$ cat config.mk
export PLATFORM = sky130hd
export DESIGN_NAME = flash_cmd_decoder
export DESIGN_NICKNAME = d
export VERILOG_FILES = /design/src/rtl/flash_cmd_pkg.sv /design/src/rtl/flash_we_sync.sv /design/src/rtl/flash_seq_fsm.sv /design/src/rtl/flash_read_mux.sv /design/src/rtl/flash_cmd_decoder.sv
export SDC_FILE = /design/constraint.sdc
export NUM_CORES = 1
export LEC_CHECK = 0
export ABC_AREA = 1
export BUFFER_PORTS_ARGS = -buffer_cell sky130_fd_sc_hd__buf_2
export CAP_MARGIN = 20
export CORE_MARGIN = 3
export CORE_UTILIZATION = 35
export CTS_BUF_LIST = sky130_fd_sc_hd__clkbuf_8
export DETAILED_ROUTE_END_ITERATION = 10
export PLACE_DENSITY = 0.69
export SYNTH_ARGS = -nofsm -noshare
export SYNTH_HDL_FRONTEND = slang
export SYNTH_SLANG_ARGS = --single-unit
$ cat constraint.sdc
create_clock -name clk -period 1.7 [get_ports clk]
set_input_delay 0.255 -clock clk [delete_from_list [all_inputs] [get_ports clk]]
set_output_delay 0.255 -clock clk [all_outputs]
set_load 0.02 [all_outputs]
$ cat src/rtl/flash_cmd_pkg.sv
// Package: shared constants and types for the flash command decoder.
// Assumes an 8-bit data bus and unlock addresses compared on 11 bits.
package flash_cmd_pkg;
    localparam int DATA_W = 8;
    localparam int CMP_W  = 11;

    localparam logic [CMP_W-1:0] UNLOCK_ADDR_A = 11'h555;
    localparam logic [CMP_W-1:0] UNLOCK_ADDR_B = 11'h2AA;

    localparam logic [DATA_W-1:0] KEY_A      = 8'hAA;
    localparam logic [DATA_W-1:0] KEY_B      = 8'h55;
    localparam logic [DATA_W-1:0] OP_IDENT   = 8'h90;
    localparam logic [DATA_W-1:0] OP_PROGRAM = 8'hA0;
    localparam logic [DATA_W-1:0] OP_ERASE   = 8'h80;
    localparam logic [DATA_W-1:0] OP_CHIP    = 8'h10;
    localparam logic [DATA_W-1:0] OP_SECTOR  = 8'h30;
    localparam logic [DATA_W-1:0] OP_RESUME  = 8'h30;
    localparam logic [DATA_W-1:0] OP_SUSPEND = 8'hB0;
    localparam logic [DATA_W-1:0] OP_RESET   = 8'hF0;

    typedef enum logic [2:0] {
        SQ_IDLE,
        SQ_KEY1,
        SQ_KEY2,
        SQ_IDENT,
        SQ_PROG,
        SQ_ERS1,
        SQ_ERS2,
        SQ_ERS3
    } seq_state_t;

    typedef enum logic [2:0] {
        RQ_NONE,
        RQ_PROG,
        RQ_CHIP,
        RQ_SECT,
        RQ_SUSP,
        RQ_RESUME,
        RQ_RESET
    } req_kind_t;
endpackage

$ cat src/rtl/flash_we_sync.sv
// Module: flash_we_sync
// Brings the asynchronous write enable into the clock domain through two
// flops, detects its edges, latches the address on the falling edge and the
// data on the rising edge, and emits a one-cycle write strobe.
// Assumes address and data are stable for several clocks around each edge,
// and that chip and output enable are steady around the rising edge.
module flash_we_sync
    import flash_cmd_pkg::*;
#(
    parameter int ADDR_W = 17
) (
    input  logic              clk,
    input  logic              rst_n,
    input  logic              we_n,
    input  logic              ce_n,
    input  logic              oe_n,
    input  logic [ADDR_W-1:0] addr,
    input  logic [DATA_W-1:0] wdata,
    output logic              wr_stb,
    output logic [ADDR_W-1:0] wr_addr,
    output logic [DATA_W-1:0] wr_data
);
    logic we_s1, we_s2, we_s3;
    logic we_fall, we_rise;
    logic [ADDR_W-1:0] addr_hold;

    // Synchroniser chain plus one delay stage for edge detection.
    always_ff @(posedge clk) begin
        if (!rst_n) begin
            we_s1 <= 1'b1;
            we_s2 <= 1'b1;
            we_s3 <= 1'b1;
        end else begin
            we_s1 <= we_n;
            we_s2 <= we_s1;
            we_s3 <= we_s2;
        end
    end

    // Edge decode of the synchronised write enable.
    always_comb begin
        we_fall = we_s3 & ~we_s2;
        we_rise = ~we_s3 & we_s2;
    end

    // Address capture at the falling edge of write enable.
    always_ff @(posedge clk) begin
        if (!rst_n) addr_hold <= '0;
        else if (we_fall) addr_hold <= addr;
    end

    // Strobe with data captured at the rising edge, qualified by the enables.
    always_ff @(posedge clk) begin
        if (!rst_n) begin
            wr_stb  <= 1'b0;
            wr_addr <= '0;
            wr_data <= '0;
        end else begin
            wr_stb <= we_rise & ~ce_n & oe_n;
            if (we_rise) begin
                wr_addr <= addr_hold;
                wr_data <= wdata;
            end
        end
    end

    assert_strobe_one_cycle_R12: assert property (@(posedge clk) disable iff (!rst_n)
        wr_stb |=> !wr_stb);
endmodule

$ cat src/rtl/flash_seq_fsm.sv
// Module: flash_seq_fsm
// Matches unlock/command write sequences one strobe at a time and issues
// one-cycle requests. Gates commands by the controller's operation state.
// Assumes at most one write strobe per clock and strobes at least two
// clocks apart.
module flash_seq_fsm
    import flash_cmd_pkg::*;
#(
    parameter int ADDR_W = 17
) (
    input  logic              clk,
    input  logic              rst_n,
    input  logic              wr_stb,
    input  logic [ADDR_W-1:0] wr_addr,
    input  logic [DATA_W-1:0] wr_data,
    input  logic              prog_busy,
    input  logic              erase_active,
    input  logic              erase_susp,
    output logic              req_prog,
    output logic              req_chip_erase,
    output logic              req_sector_erase,
    output logic              req_suspend,
    output logic              req_resume,
    output logic              req_reset,
    output logic [ADDR_W-1:0] req_addr,
    output logic [DATA_W-1:0] req_data,
    output logic              id_mode
);
    seq_state_t state, nxt_state;
    req_kind_t  kind;
    logic       at_a, at_b;

    // Low-address comparison against the two unlock addresses.
    always_comb begin
        at_a = (wr_addr[CMP_W-1:0] == UNLOCK_ADDR_A);
        at_b = (wr_addr[CMP_W-1:0] == UNLOCK_ADDR_B);
    end

    // Next-state and request decode for one incoming write.
    always_comb begin
        nxt_state = state;
        kind      = RQ_NONE;
        if (wr_stb) begin
            if (prog_busy) begin
                nxt_state = state;
            end else if (erase_active && !erase_susp) begin
                if (wr_data == OP_SUSPEND) begin
                    kind      = RQ_SUSP;
                    nxt_state = SQ_IDLE;
                end
            end else if (state == SQ_PROG) begin
                kind      = RQ_PROG;
                nxt_state = SQ_IDLE;
            end else if (wr_data == OP_RESET) begin
                kind      = RQ_RESET;
                nxt_state = SQ_IDLE;
            end else if (erase_susp && wr_data == OP_RESUME &&
                         (state == SQ_IDLE || state == SQ_IDENT)) begin
                kind      = RQ_RESUME;
                nxt_state = SQ_IDLE;
            end else begin
                nxt_state = SQ_IDLE;
                unique case (state)
                    SQ_IDLE, SQ_IDENT: begin
                        if (at_a && wr_data == KEY_A) nxt_state = SQ_KEY1;
                    end
                    SQ_KEY1: begin
                        if (at_b && wr_data == KEY_B) nxt_state = SQ_KEY2;
                    end
                    SQ_KEY2: begin
                        if (at_a) begin
                            if (wr_data == OP_IDENT)   nxt_state = SQ_IDENT;
                            if (wr_data == OP_PROGRAM) nxt_state = SQ_PROG;
                            if (wr_data == OP_ERASE)   nxt_state = SQ_ERS1;
                        end
                    end
                    SQ_ERS1: begin
                        if (at_a && wr_data == KEY_A) nxt_state = SQ_ERS2;
                    end
                    SQ_ERS2: begin
                        if (at_b && wr_data == KEY_B) nxt_state = SQ_ERS3;
                    end
                    SQ_ERS3: begin
                        if (at_a && wr_data == OP_CHIP) kind = RQ_CHIP;
                        else if (wr_data == OP_SECTOR)  kind = RQ_SECT;
                    end
                    default: nxt_state = SQ_IDLE;
                endcase
            end
        end
    end

    // Sequence state register.
    always_ff @(posedge clk) begin
        if (!rst_n) state <= SQ_IDLE;
        else        state <= nxt_state;
    end

    // Registered one-cycle request outputs with their address and data.
    always_ff @(posedge clk) begin
        if (!rst_n) begin
            req_prog         <= 1'b0;
            req_chip_erase   <= 1'b0;
            req_sector_erase <= 1'b0;
            req_suspend      <= 1'b0;
            req_resume       <= 1'b0;
            req_reset        <= 1'b0;
            req_addr         <= '0;
            req_data         <= '0;
        end else begin
            req_prog         <= (kind == RQ_PROG);
            req_chip_erase   <= (kind == RQ_CHIP);
            req_sector_erase <= (kind == RQ_SECT);
            req_suspend      <= (kind == RQ_SUSP);
            req_resume       <= (kind == RQ_RESUME);
            req_reset        <= (kind == RQ_RESET);
            if (kind != RQ_NONE) begin
                req_addr <= wr_addr;
                req_data <= wr_data;
            end
        end
    end

    // Identifier read mode follows the sequence state.
    always_comb id_mode = (state == SQ_IDENT);

    assert_prog_quiet_R9: assert property (@(posedge clk) disable iff (!rst_n)
        (wr_stb && prog_busy) |=> !(req_prog || req_chip_erase || req_sector_erase ||
                                    req_suspend || req_resume || req_reset));
    assert_erase_gate_R10: assert property (@(posedge clk) disable iff (!rst_n)
        (wr_stb && !prog_busy && erase_active && !erase_susp) |=>
            !(req_prog || req_chip_erase || req_sector_erase || req_resume || req_reset));
    assert_prog_pulse_R13: assert property (@(posedge clk) disable iff (!rst_n)
        req_prog |=> !req_prog);
    assert_erase_pulse_R13: assert property (@(posedge clk) disable iff (!rst_n)
        (req_chip_erase || req_sector_erase) |=> !(req_chip_erase || req_sector_erase));
endmodule

$ cat src/rtl/flash_read_mux.sv
// Module: flash_read_mux
// Registers the bus read data: array data normally, identifier codes or the
// sector protect flag while identifier mode is active.
// Assumes the address is stable for at least two clocks before sampling.
module flash_read_mux
    import flash_cmd_pkg::*;
#(
    parameter logic [DATA_W-1:0] MFR_CODE = 8'hC2,
    parameter logic [DATA_W-1:0] DEV_CODE = 8'h18
) (
    input  logic              clk,
    input  logic              rst_n,
    input  logic              id_mode,
    input  logic [1:0]        sel,
    input  logic [DATA_W-1:0] arr_rdata,
    input  logic              sec_protected,
    output logic [DATA_W-1:0] rdata
);
    logic [DATA_W-1:0] id_val;

    // Identifier decode from the low two address bits.
    always_comb begin
        unique case (sel)
            2'd0:    id_val = MFR_CODE;
            2'd1:    id_val = DEV_CODE;
            2'd2:    id_val = {{(DATA_W-1){1'b0}}, sec_protected};
            default: id_val = '0;
        endcase
    end

    // Output register selecting identifier or array data.
    always_ff @(posedge clk) begin
        if (!rst_n) rdata <= '0;
        else        rdata <= id_mode ? id_val : arr_rdata;
    end

    assert_array_path_R1: assert property (@(posedge clk) disable iff (!rst_n)
        (!id_mode && $past(rst_n)) |=> (rdata == $past(arr_rdata)));
endmodule

$ cat src/rtl/flash_cmd_decoder.sv
// Module: flash_cmd_decoder (top)
// Decodes flash bus write sequences into controller requests and selects
// the bus read data. Assumes the controller's status inputs are synchronous
// to clk and that the bus holds address/data stable around write edges.
module flash_cmd_decoder
    import flash_cmd_pkg::*;
#(
    parameter int                ADDR_W   = 17,
    parameter logic [DATA_W-1:0] MFR_CODE = 8'hC2,
    parameter logic [DATA_W-1:0] DEV_CODE = 8'h18
) (
    input  logic              clk,
    input  logic              rst_n,
    input  logic              bus_ce_n,
    input  logic              bus_we_n,
    input  logic              bus_oe_n,
    input  logic [ADDR_W-1:0] bus_addr,
    input  logic [DATA_W-1:0] bus_wdata,
    output logic [DATA_W-1:0] bus_rdata,
    input  logic [DATA_W-1:0] arr_rdata,
    input  logic              sec_protected,
    input  logic              ctl_prog_busy,
    input  logic              ctl_erase_active,
    input  logic              ctl_erase_susp,
    output logic              req_prog,
    output logic              req_chip_erase,
    output logic              req_sector_erase,
    output logic              req_suspend,
    output logic              req_resume,
    output logic              req_reset,
    output logic [ADDR_W-1:0] req_addr,
    output logic [DATA_W-1:0] req_data,
    output logic              id_mode
);
    logic              wr_stb;
    logic [ADDR_W-1:0] wr_addr;
    logic [DATA_W-1:0] wr_data;

    flash_we_sync #(.ADDR_W(ADDR_W)) u_sync (
        .clk     (clk),
        .rst_n   (rst_n),
        .we_n    (bus_we_n),
        .ce_n    (bus_ce_n),
        .oe_n    (bus_oe_n),
        .addr    (bus_addr),
        .wdata   (bus_wdata),
        .wr_stb  (wr_stb),
        .wr_addr (wr_addr),
        .wr_data (wr_data)
    );

    flash_seq_fsm #(.ADDR_W(ADDR_W)) u_fsm (
        .clk              (clk),
        .rst_n            (rst_n),
        .wr_stb           (wr_stb),
        .wr_addr          (wr_addr),
        .wr_data          (wr_data),
        .prog_busy        (ctl_prog_busy),
        .erase_active     (ctl_erase_active),
        .erase_susp       (ctl_erase_susp),
        .req_prog         (req_prog),
        .req_chip_erase   (req_chip_erase),
        .req_sector_erase (req_sector_erase),
        .req_suspend      (req_suspend),
        .req_resume       (req_resume),
        .req_reset        (req_reset),
        .req_addr         (req_addr),
        .req_data         (req_data),
        .id_mode          (id_mode)
    );

    flash_read_mux #(.MFR_CODE(MFR_CODE), .DEV_CODE(DEV_CODE)) u_rmux (
        .clk           (clk),
        .rst_n         (rst_n),
        .id_mode       (id_mode),
        .sel           (bus_addr[1:0]),
        .arr_rdata     (arr_rdata),
        .sec_protected (sec_protected),
        .rdata         (bus_rdata)
    );
endmodule

==> qor.txt <==
Run status: complete, but fails checks
Failing checks: negative setup slack
Layout Cells excl Fill: 761
Final Skew: 17.2 ps
Placed cell area: 4420 µm²
Share of post-route cells with drive strength above 1: 31.8%
Die W: 110 µm
Min-Delay Path Class: input port to flip-flop
Placed insts: 734
Mapped cell area: 3780 µm²
Clock buffer depth: 2
Grt ovf: 0
Detailed Route WL: 9890 µm
Synth area leader: dfxtp_1
Worst rel slew slack: 71.4%
Final count of pins violating max slew: 0
DP Wirelength: 6720 µm
First drt pass iteration count: 5
CP dominant cell by count: nor2_4
Post-route cell area: 4870 µm²
Commonest non-fill, non-tap cell in the layout: nor2_1
Number of diodes: 0
Crit Path Max Fanout: 8
Root cell of the clock tree: clkbuf_8
Yosys cell types: 27
CP arrival: 1980 ps
Critical R2R Launch: u_sync.wr_data[2]
Final Critical Period: 1710 ps
Max Cap Viol: 0
Period utilisation layout: 101%
Final setup fails: 3
Starting Density: 36.3%
WL met2: 4900 µm
Hold path start: bus_ce_n
Number of buffers added on ports: 81
Crit Path Class: flip-flop to flip-flop
Core footprint: 10400 µm²
CP required: 1970 ps
Reg clk slew, reported paths: 90 ps
Yosys top cell area share: 46.6%
CTS Sinks: 88
Synth Instances: 518
Syn avg cell area: 7.30 µm²
Leakage Power: 0.00239 µW
# nets final: 662
Routed length on met3: 560 µm
Number of global-route vias before repair: 3372
Final worst slack: -14.0 ps
Worst-margin pin slew: 427 ps
DR vias/cell: 4.75
Die height: 110 µm
Pwr dens: 778 nW/µm²
Total die area: 12100 µm²
Final hold viol count: 0
RSZ-0062 raised after global routing: true
CP Capture Type: flip-flop
Skew-Pair Late Insertion Delay: 370 ps
Top Layer Used: met4
Sequential area share after synthesis: 46.6%
Dominant cells by area after synthesis: dfxtp_1, nor2_1, nand2_1, o21ai_0, inv_1
Total I/O pin count: 82
GRT Total Usage: 16.2%
Area delta synth->final: 28.9%
Gp weighted congestion: 0.859
Max frequency: 583 MHz
Initial antenna violation count: 0
Metal-1 WL: 4290 µm
DRT iter0 DRCs: 168
# rows: 37
Commonest non-fill, non-tap cells in the layout: nor2_1, buf_2, dfxtp_1
Largest net degree at the start of global routing: 72
DRT antenna net count: 0
Layout fillers: 1047
Worst path cell trace: nor2_4 -> nand2_4 -> nor2_4 -> nand3_2 -> nand2_2 -> nand2_4 -> a21oi_4 -> buf_6 -> nor2_4 -> buf_12 -> nor2_4 -> nor2_2
Crit path from: u_sync.wr_data[2]
Post-synthesis register bit count: 88
Syn. warnings: 0
Worst path max stage delay: 370 ps
Htree depth: 3
Vias: 3616
Global-route wire length before repair: 15400 µm
Mapped Nets: 560
WL/cell: 13.0 µm
Max IR drop VDD: 385 µV
CTS tree: built
# DRC: 0
Tot Pwr: 3790 µW
Startpoint Class: flip-flop
Critical path's slowest cell: dfxtp_4
Number of CTS-inserted buffers: 9
through the flow:
stage	setup WS (ps)	hold WS, ps	setup TNS (ps)	utilization, %
2_1_floorplan	125	333	0	-
3_3_place_gp	-52.0	397	-179	42.4
3_5_place_dp	-30.2	415	-110	42.4
4_1_cts	1.35	35.7	0	45.0
5_1_grt	-93.9	33.7	-1330	46.8
6_report	-14.0	37.9	-16.4	46.8
cell usage after synthesis:
cell type,instances
a21oi_1,18
a21oi_4,1
buf_2,4
buf_4,1
buf_6,4
clkbuf_1,16
clkinv_1,1
dfxtp_1,88
inv_1,56
inv_2,3
nand2_1,62
nand2_2,5
nand2_4,4
nand3_1,19
nand3_2,2
nand3_4,1
nand4_1,31
nor2_1,123
nor2_2,20
nor2_4,2
nor2_8,1
nor3_1,7
o211ai_1,1
o21ai_0,44
o21ai_2,1
or2_1,1
or2_2,2
cells by family after synthesis:
logic type / Yosys count / share of synthesized area [%]
AOI/OAI and AO/OA: 65 / 9.07
and+or+nand+nor: 280 / 34.9
buffers and inverters: 85 / 9.46
DFF: 88 / 46.6
flip-flops by register name, summed over array words and instances, names as in the netlist:
name,cells
u_sync.we_s1,1
u_sync.we_s3,1
u_fsm.req_sector_erase,1
u_fsm.req_chip_erase,1
u_fsm.req_reset,1
u_fsm.req_addr,17
u_sync.wr_stb,1
u_fsm.req_resume,1
u_sync.wr_data,8
u_rmux.rdata,8
u_fsm.req_data,8
u_fsm.state,3
u_fsm.req_prog,1
u_sync.addr_hold,17
u_sync.we_s2,1
u_sync.wr_addr,17
u_fsm.req_suspend,1
path summary, 6_finish.rpt:
check	to	cells past startpoint	slack [ps]
max	u_fsm.req_addr[11]	12	-10
min	u_sync.wr_stb	2	40
max reg2reg	u_fsm.req_addr[11]	12	-10
min reg2reg	u_sync.we_s2	1	430
worst max-delay path, delay by kind of cell (launching register included):
family / cells / cell delay [ps]
simple gates: 9 / 800
flops: 1 / 370
compound gates: 1 / 150
buf+inv: 2 / 280
what timing repair did:
action | CTS | global route
resized for setup | 9 | 44
hold buffers | 0 | 0
pin swaps | 3 | 13
setup endpoints to repair | 23 | 33
gates cloned | 1 | 1
hold endpoints to repair | 0 | 0
buffers inserted | 5 | 4
final cells by class:
class                           instances  area, µm²  area share, %
Clock inverter                          7       60.1           1.23
Clock buffer                            9        124           2.54
Inverter                               60        225           4.62
Timing Repair Buffer                  114        699           14.4
Sequential cell                        88       1780           36.6
Tap cell                              136        170           3.49
Multi-Input combinational cell        347       1810           37.2
routing by layer:
metal | track usage, % | vias up
met1 | 20.1 | 1642
li1 | - | 1848
met2 | 27.3 | 110
met3 | 4.23 | 16
met5 | 0 | -
met4 | 5.34 | 0
power by group:
group	switching (µW)	total (µW)	internal, µW
Combinational	159	271	113
Clock	814	1380	562
Sequential	34.5	2150	2110
No activity file was read; power rests on OpenSTA's default activity.
